==> src/rtl/mxbus_pkg.sv <==
// Shared constants and types for the multiplexed bus master.
// Assumes the request kind is a 3-bit code; codes above 4 are folded to a read.
package mxbus_pkg;

    localparam logic [2:0] K_RD   = 3'd0;
    localparam logic [2:0] K_WR   = 3'd1;
    localparam logic [2:0] K_WRB  = 3'd2;
    localparam logic [2:0] K_RMW  = 3'd3;
    localparam logic [2:0] K_RMWB = 3'd4;

    typedef enum logic [2:0] {
        ST_IDLE,
        ST_ADDR,
        ST_FRAME,
        ST_SETUP,
        ST_WAIT,
        ST_RELEASE,
        ST_NEXT
    } state_e;

endpackage

==> src/rtl/mxbus_sync.sv <==
// Multi-stage synchroniser for one asynchronous level.
// Assumes STAGES >= 2; output lags the input by STAGES clocks.
module mxbus_sync #(
    parameter int STAGES = 2
) (
    input  logic clk,
    input  logic rst_n,
    input  logic d,
    output logic q
);

    logic [STAGES-1:0] chain;

    // Shift the asynchronous level through the flop chain.
    always_ff @(posedge clk) begin
        if (!rst_n) chain <= '0;
        else        chain <= {chain[STAGES-2:0], d};
    end

    assign q = chain[STAGES-1];

endmodule

==> src/rtl/mxbus_timer.sv <==
// Load-and-count-down timer; expired is high once the count reaches zero.
// Assumes the load value is nonzero when a wait is meaningful.
module mxbus_timer #(
    parameter int W = 4
) (
    input  logic         clk,
    input  logic         rst_n,
    input  logic         start,
    input  logic [W-1:0] load,
    output logic         expired
);

    logic [W-1:0] cnt;

    // Reload on start, otherwise count down and stop at zero.
    always_ff @(posedge clk) begin
        if (!rst_n)          cnt <= '0;
        else if (start)      cnt <= load;
        else if (cnt != '0)  cnt <= cnt - 1'b1;
    end

    assign expired = (cnt == '0);

endmodule

==> src/rtl/mxbus_lane.sv <==
// Byte-lane steering between a requester word and the two-byte data path.
// Assumes DATA_W is even; lane_hi is address bit 0.
module mxbus_lane #(
    parameter int DATA_W = 16
) (
    input  logic              byte_mode,
    input  logic              lane_hi,
    input  logic [DATA_W-1:0] wdata,
    input  logic [DATA_W-1:0] bus_rdata,
    output logic [DATA_W-1:0] bus_wdata,
    output logic [DATA_W-1:0] rd_word
);

    localparam int BW = DATA_W / 2;

    // Move the write byte into its lane, or pass the full word.
    always_comb begin
        if (!byte_mode)   bus_wdata = wdata;
        else if (lane_hi) bus_wdata = {wdata[BW-1:0], {BW{1'b0}}};
        else              bus_wdata = {{BW{1'b0}}, wdata[BW-1:0]};
    end

    // Pull the read byte down from its lane, or pass the full word.
    always_comb begin
        if (!byte_mode)   rd_word = bus_rdata;
        else if (lane_hi) rd_word = {{BW{1'b0}}, bus_rdata[DATA_W-1:BW]};
        else              rd_word = {{BW{1'b0}}, bus_rdata[BW-1:0]};
    end

endmodule

==> src/rtl/mxbus_master.sv <==
// Bus master for a shared address/data bus: address phase with I/O select,
// then one or more handshaked data phases, with de-skew and timeout.
// Assumes DESKEW >= 1, TIMEOUT >= 1, ADDR_W > DATA_W, SYNC_STAGES >= 2.
module mxbus_master
    import mxbus_pkg::*;
#(
    parameter int              ADDR_W      = 22,
    parameter int              DATA_W      = 16,
    parameter int              LEN_W       = 4,
    parameter int              DESKEW      = 2,
    parameter int              TIMEOUT     = 64,
    parameter int              SYNC_STAGES = 2,
    parameter logic [ADDR_W-1:0] IO_BASE   = 22'h3FE000
) (
    input  logic              clk,
    input  logic              rst_n,
    input  logic              req_valid,
    output logic              req_ready,
    input  logic [2:0]        req_kind,
    input  logic [ADDR_W-1:0] req_addr,
    input  logic [DATA_W-1:0] req_wdata,
    input  logic [LEN_W-1:0]  req_len,
    output logic              rsp_done,
    output logic              rsp_err,
    output logic [DATA_W-1:0] rsp_rdata,
    output logic [ADDR_W-1:0] rsp_addr,
    output logic [ADDR_W-1:0] bus_dal_out,
    output logic              bus_dal_oe,
    input  logic [DATA_W-1:0] bus_dal_in,
    output logic              bus_sync,
    output logic              bus_din,
    output logic              bus_dout,
    output logic              bus_byte,
    output logic              bus_iosel,
    input  logic              bus_rply
);

    localparam int DSK_W = $clog2(DESKEW + 1);
    localparam int TMO_W = $clog2(TIMEOUT + 1);
    localparam logic [DSK_W-1:0] DSK_LOAD = DSK_W'(DESKEW);
    localparam logic [TMO_W-1:0] TMO_LOAD = TMO_W'(TIMEOUT);
    localparam logic [LEN_W-1:0] ONE_LEN  = LEN_W'(1);
    localparam logic [ADDR_W-1:0] WSTEP   = ADDR_W'(2);

    state_e            state, state_d;
    logic [2:0]        kind_q;
    logic [ADDR_W-1:0] addr_q;
    logic [DATA_W-1:0] wdata_q;
    logic [DATA_W-1:0] rd_q;
    logic [LEN_W-1:0]  remain_q;
    logic              io_q;
    logic              wr_half_q;

    logic rply_s;
    logic dsk_start, dsk_exp;
    logic tmo_start, tmo_exp;
    logic ev_accept, ev_reply, ev_turn, ev_done, ev_timeout, ev_next;

    logic is_byte, is_rmw, is_readkind, phase_write;
    logic in_addr, in_data;
    logic [DATA_W-1:0] lane_w, lane_r;
    logic [2:0] kind_norm;

    // Decode the latched kind into the controls the phases need.
    always_comb begin
        is_byte     = (kind_q == K_WRB) || (kind_q == K_RMWB);
        is_rmw      = (kind_q == K_RMW) || (kind_q == K_RMWB);
        is_readkind = (kind_q == K_RD) || is_rmw;
        phase_write = (kind_q == K_WR) || (kind_q == K_WRB) || (is_rmw && wr_half_q);
        kind_norm   = (req_kind > K_RMWB) ? K_RD : req_kind;
    end

    mxbus_sync #(.STAGES(SYNC_STAGES)) i_rply_sync (
        .clk   (clk),
        .rst_n (rst_n),
        .d     (bus_rply),
        .q     (rply_s)
    );

    mxbus_timer #(.W(DSK_W)) i_deskew (
        .clk     (clk),
        .rst_n   (rst_n),
        .start   (dsk_start),
        .load    (DSK_LOAD),
        .expired (dsk_exp)
    );

    mxbus_timer #(.W(TMO_W)) i_timeout (
        .clk     (clk),
        .rst_n   (rst_n),
        .start   (tmo_start),
        .load    (TMO_LOAD),
        .expired (tmo_exp)
    );

    mxbus_lane #(.DATA_W(DATA_W)) i_lane (
        .byte_mode (is_byte),
        .lane_hi   (addr_q[0]),
        .wdata     (wdata_q),
        .bus_rdata (bus_dal_in),
        .bus_wdata (lane_w),
        .rd_word   (lane_r)
    );

    // Next-state logic, timer restarts and the events that update registers.
    always_comb begin
        state_d    = state;
        dsk_start  = 1'b0;
        tmo_start  = 1'b0;
        ev_accept  = 1'b0;
        ev_reply   = 1'b0;
        ev_turn    = 1'b0;
        ev_done    = 1'b0;
        ev_timeout = 1'b0;
        ev_next    = 1'b0;
        case (state)
            ST_IDLE: begin
                if (req_valid) begin
                    state_d   = ST_ADDR;
                    dsk_start = 1'b1;
                    ev_accept = 1'b1;
                end
            end
            ST_ADDR: begin
                if (dsk_exp) begin
                    state_d   = ST_FRAME;
                    dsk_start = 1'b1;
                end
            end
            ST_FRAME: begin
                if (dsk_exp) begin
                    state_d   = ST_SETUP;
                    dsk_start = 1'b1;
                end
            end
            ST_SETUP: begin
                if (dsk_exp && !rply_s) begin
                    state_d   = ST_WAIT;
                    tmo_start = 1'b1;
                end
            end
            ST_WAIT: begin
                if (rply_s) begin
                    state_d   = ST_RELEASE;
                    tmo_start = 1'b1;
                    ev_reply  = 1'b1;
                end else if (tmo_exp) begin
                    state_d    = ST_IDLE;
                    ev_timeout = 1'b1;
                end
            end
            ST_RELEASE: begin
                if (!rply_s) begin
                    if (is_rmw && !wr_half_q) begin
                        state_d   = ST_SETUP;
                        dsk_start = 1'b1;
                        ev_turn   = 1'b1;
                    end else begin
                        ev_done = 1'b1;
                        state_d = (remain_q > ONE_LEN) ? ST_NEXT : ST_IDLE;
                    end
                end else if (tmo_exp) begin
                    state_d    = ST_IDLE;
                    ev_timeout = 1'b1;
                end
            end
            ST_NEXT: begin
                state_d   = ST_SETUP;
                dsk_start = 1'b1;
                ev_next   = 1'b1;
            end
            default: state_d = ST_IDLE;
        endcase
    end

    // State register.
    always_ff @(posedge clk) begin
        if (!rst_n) state <= ST_IDLE;
        else        state <= state_d;
    end

    // Request capture, per-phase address/data advance and read capture.
    always_ff @(posedge clk) begin
        if (!rst_n) begin
            kind_q    <= K_RD;
            addr_q    <= '0;
            wdata_q   <= '0;
            rd_q      <= '0;
            remain_q  <= '0;
            io_q      <= 1'b0;
            wr_half_q <= 1'b0;
        end else begin
            if (ev_accept) begin
                kind_q    <= kind_norm;
                addr_q    <= req_addr;
                wdata_q   <= req_wdata;
                io_q      <= (req_addr >= IO_BASE);
                wr_half_q <= 1'b0;
                if (kind_norm == K_RMW || kind_norm == K_RMWB || req_len == '0)
                    remain_q <= ONE_LEN;
                else
                    remain_q <= req_len;
            end
            if (ev_reply && !phase_write) rd_q <= lane_r;
            if (ev_turn)  wr_half_q <= 1'b1;
            if (ev_done)  remain_q  <= remain_q - 1'b1;
            if (ev_next) begin
                addr_q  <= addr_q + WSTEP;
                wdata_q <= req_wdata;
            end
        end
    end

    // Response pulse with result, address and error for each finished phase.
    always_ff @(posedge clk) begin
        if (!rst_n) begin
            rsp_done  <= 1'b0;
            rsp_err   <= 1'b0;
            rsp_rdata <= '0;
            rsp_addr  <= '0;
        end else begin
            rsp_done <= ev_done || ev_timeout;
            rsp_err  <= ev_timeout;
            if (ev_done) begin
                rsp_rdata <= is_readkind ? rd_q : '0;
                rsp_addr  <= addr_q;
            end else if (ev_timeout) begin
                rsp_rdata <= '0;
                rsp_addr  <= addr_q;
            end
        end
    end

    // Phase decode for the bus outputs.
    always_comb begin
        in_addr = (state == ST_ADDR) || (state == ST_FRAME);
        in_data = (state == ST_SETUP) || (state == ST_WAIT) || (state == ST_RELEASE);
    end

    // Drive the shared lines and strobes from the current phase.
    always_comb begin
        req_ready  = (state == ST_IDLE);
        bus_sync   = (state != ST_IDLE) && (state != ST_ADDR);
        bus_iosel  = in_addr && io_q;
        bus_dal_oe = in_addr || (in_data && phase_write);
        bus_din    = (state == ST_WAIT) && !phase_write;
        bus_dout   = (state == ST_WAIT) && phase_write;
        bus_byte   = in_data && phase_write && is_byte;
        if (in_addr)
            bus_dal_out = addr_q;
        else if (in_data && phase_write)
            bus_dal_out = {{(ADDR_W-DATA_W){1'b0}}, lane_w};
        else
            bus_dal_out = '0;
    end

endmodule

==> config.mk <==
export PLATFORM = sky130hd
export DESIGN_NAME = mxbus_master
export DESIGN_NICKNAME = d
export VERILOG_FILES = /design/src/rtl/mxbus_pkg.sv /design/src/rtl/mxbus_sync.sv /design/src/rtl/mxbus_timer.sv /design/src/rtl/mxbus_lane.sv /design/src/rtl/mxbus_master.sv
export SDC_FILE = /design/constraint.sdc
export NUM_CORES = 1
export LEC_CHECK = 0
export CORE_UTILIZATION = 50
export CTS_CLUSTER_SIZE = 20
export DETAILED_ROUTE_END_ITERATION = 8
export GPL_TIMING_DRIVEN = 0
export HOLD_SLACK_MARGIN = 0.05
export PLACE_DENSITY = 0.85
export SLEW_MARGIN = 30
export SYNTH_ARGS = -nofsm -noshare
export SYNTH_HDL_FRONTEND = slang
export SYNTH_SLANG_ARGS = --single-unit
==> constraint.sdc <==
create_clock -name clk -period 2.6 [get_ports clk]
set_input_delay 0.39 -clock clk [delete_from_list [all_inputs] [get_ports clk]]
set_output_delay 0.39 -clock clk [all_outputs]
set_load 0.01 [all_outputs]
==> flow_summary.json <==
{
  "detailedRoute.firstIterationViolations": 522,
  "yosys_top_cell_area_share_pct": 41.15,
  "post_synth_inst_count": 675,
  "max_transition_margin_pct": 52.60,
  "yosys_register_bits": 117,
  "worst_setup_path_start_kind": "flop",
  "route.vias.total": 6105,
  "path_class": "reg -> out",
  "status": "complete, no violations",
  "grt_max_degree": 18,
  "postSynthAreaPerCell_um2": 8.432,
  "clock_insertion_delay_worst_skew_ps": 420,
  "totalPowerFinal_w": 0.006992,
  "cts.reportedPaths.clkPinSlew_ps": 60,
  "total_negative_setup_slack_ps": 0,
  "grt_util_all_layers_pct": 33.05,
  "max_freq_ghz": 0.3912,
  "critPathCaptureType": "output pin",
  "hpwl_um": 13560,
  "cts_buffers": 17,
  "port_buffers": 132,
  "critical_path_data_arrival_time_ps": 2170,
  "synthesized_net_count": 744,
  "cts_tree": "built",
  "hold_path_class": "reg -> reg",
  "hold_violation_total_from_the_final_report": 0,
  "cts_num_sinks": 117,
  "timing.final.crit_share_pct": 98.33,
  "cts_buffer_depth": 2,
  "postRouteAntennaNets": 0,
  "route.detailed.drc": 0,
  "hold_fix_buffer_count_after_cts": 0,
  "post_route_cells_drive_above_1_share_pct": 12.37,
  "htree_num_levels": 4,
  "initial_core_utilization_pct": 51.82,
  "cts_root_buf": "clkbuf_16",
  "detail_route.vias_per_cell": 6.167,
  "antenna_found_initial": 0,
  "synth_enable_flop_cells": 0,
  "drt_first_pass_iters": 6,
  "maxcap_violations": 0,
  "cp_data_required_time_ps": 2210,
  "num-fill-cells": 803,
  "die_area_um2": 11810,
  "minimum_period_implied_by_the_final_worst_setup_slack_ps": 2557,
  "number_of_global_route_vias_before_repair": 5899,
  "post-synth-top-area-cell": "dfxtp_1",
  "synthesis.yosys.warnings": 0,
  "gp_congestion": 0.9815,
  "timing_max_transition_violations_final": 0,
  "synth_area_leaders": "dfxtp_1 (41%), nand2_1 (9.0%), mux2i_1 (5.3%)",
  "path_max_fanout": 6,
  "post_drt_wl_per_cell_um": 19.39,
  "total_leakage_power_nw": 2.975,
  "yosysSeqAreaShare_pct": 41.15,
  "skew_ps": 7.573,
  "grt_pass1_wl_um": 29720,
  "wirelength_um": 19200,
  "fin_nets": 905,
  "ys_dominant_reg_cell": "dfxtp_1",
  "core_region_area_um2": 10980,
  "horiz_die_dim_um": 108.7,
  "tightest_pin_transition_ps": 711.0,
  "max-vdd-ir-drop_mv": 0.6051,
  "dieHeight_um": 108.7,
  "asyncSetResetFlopFracSynth_pct": 0,
  "layout-area-overhead-vs-synth_pct": 41.50,
  "top_level_ports": 134,
  "globalRoute.totalOverflow": 0,
  "fp-row-count": 38,
  "setup_viol_count_final": 0,
  "synthesized_cell_area_um2": 5692,
  "yosysUniqueCellTypes": 76,
  "power_density_over_cell_area_nw_per_um2": 868.1
}
cells in the mapped netlist, drive strengths merged (16+ instances only):
| cell type | n |
|---|---|
| buf | 16 |
| dfxtp | 117 |
| nand2 | 136 |
| nand3 | 22 |
| clkbuf | 38 |
| o21ai | 30 |
| nor2 | 26 |
| a21oi | 59 |
| mux2i | 30 |
| a32o | 16 |
| nor3 | 30 |
power breakdown:
group | internal (W) | total, W | switching [W]
registers | 0.00202 | 0.00231 | 0.000293
clock network | 0.00163 | 0.00250 | 0.000867
logic | 0.000973 | 0.00218 | 0.00121
total | 0.00462 | 0.00699 | 0.00237
per-stage QoR:
step | utilization, % | worst slack [ps] | hold slack (ps) | area (µm²) | cells
CTS | 72.68 | -183.2 | 433.2 | 7983 | 987
detailed placement | 65.58 | -463.8 | 420.0 | 7203 | 947
global placement | 65.45 | -403.6 | 416.6 | 7188 | 947
floorplan | - | 498.0 | 411.9 | 5692 | 675
finish | 73.33 | 43.45 | 433.1 | 8054 | 990
global route | 73.31 | -17.97 | 472.9 | 8051 | 989
critical path, stage by stage, from the launching register on:
cell	delay [ps]
dfxtp_2	380
and3b_2	270
o31ai_4	310
o21ai_4	140
buf_4	170
o21ai_0	200
dlygate4sd2_1	290
state kept, by name, summed over array words and instances (netlist names), 2 cells and up:
register / count
kind_q: 3
remain_q: 4
state: 3
rd_q: 16
i_deskew.cnt: 2
addr_q: 22
i_timeout.cnt: 7
rsp_addr: 22
i_rply_sync.chain: 2
rsp_rdata: 16
wdata_q: 16
cells in the final DEF (no fill, tap or decap), types with 4 or more instances in the layout:
cell,synthesis,routed
a31oi_1,6,6
or4_1,5,5
nor2_1,25,23
dlymetal6s2s_1,0,4
a22oi_1,6,6
nand4_1,7,7
nor4_1,6,6
dfxtp_1,117,113
and3_1,4,4
a311oi_1,5,5
a21oi_1,59,58
o21ai_0,29,25
bufinv_16,0,4
inv_1,10,10
buf_2,6,4
clkbuf_1,31,29
o21ai_1,1,4
and2_1,10,10
a32o_1,16,16
a22o_1,8,8
xnor2_1,7,5
clkbuf_8,5,7
nor3_1,29,29
nand3_1,20,20
o211ai_1,4,4
a211oi_1,5,5
mux2i_1,30,30
buf_6,5,6
dlygate4sd2_1,0,19
buf_4,4,15
nand3b_1,4,4
nand2_1,136,136
clkbuf_16,0,17
clkdlybuf4s50_1,0,106
ha_1,4,4
layout make-up:
class                   count  area (µm²)  area share, %
clock inverters            12       177.7          2.206
well taps                 140       175.2          2.175
diodes                      1       2.502        0.03107
plain buffers              52       340.3          4.226
clock buffers              20       446.7          5.546
flip-flops and latches    117        2350          29.18
inverters                  10       37.54         0.4661
repair buffers            144        1404          17.43
multi-input cells         494        3120          38.74
metal layers:
layer  share of wire, %  GRT usage [%]  wire (µm)  vias to the layer above
met3                9.9          8.010       1899                       69
li1                   -              -          -                     2786
met5                  0              0          0                        -
met1                 39          39.27       7483                     2877
met4                3.7          16.60        714                        0
met2                 47          55.52       9099                      373
cell families (layout without fill, tap and decap cells):
family                   Yosys count  in the layout  synth area share, %
AO/OA/AOI/OAI                    173            173                20.47
XOR/XNOR                           8              8                1.231
adder cells (fa/ha/maj)            4              4               0.8793
buffers and inverters             64            238                6.199
flip-flops                       117            117                41.15
multiplexers                      30             30                5.276
other                              0              1                    0
AND/OR/NAND/NOR                  279            279                24.80
worst paths after layout:
path         slack [ps]                   end  cells past startpoint            startpoint
max                  40       bus_dal_out[12]                      6             wr_half_q
min                 430  i_rply_sync.chain[1]                      1  i_rply_sync.chain[0]
max reg2reg         100           rsp_addr[2]                      7      i_timeout.cnt[0]
min reg2reg         430  i_rply_sync.chain[1]                      1  i_rply_sync.chain[0]
timing repair:
| action | in CTS | in global routing |
|---|---|---|
| setup endpoints to repair | 25 | 19 |
| gates cloned | 1 | 0 |
| pin swaps | 3 | 2 |
| setup buffers | 8 | 3 |
| endpoints found under the hold margin | 0 | 0 |
| gates resized for setup | 51 | 22 |
(Power assumes the default switching activity.)
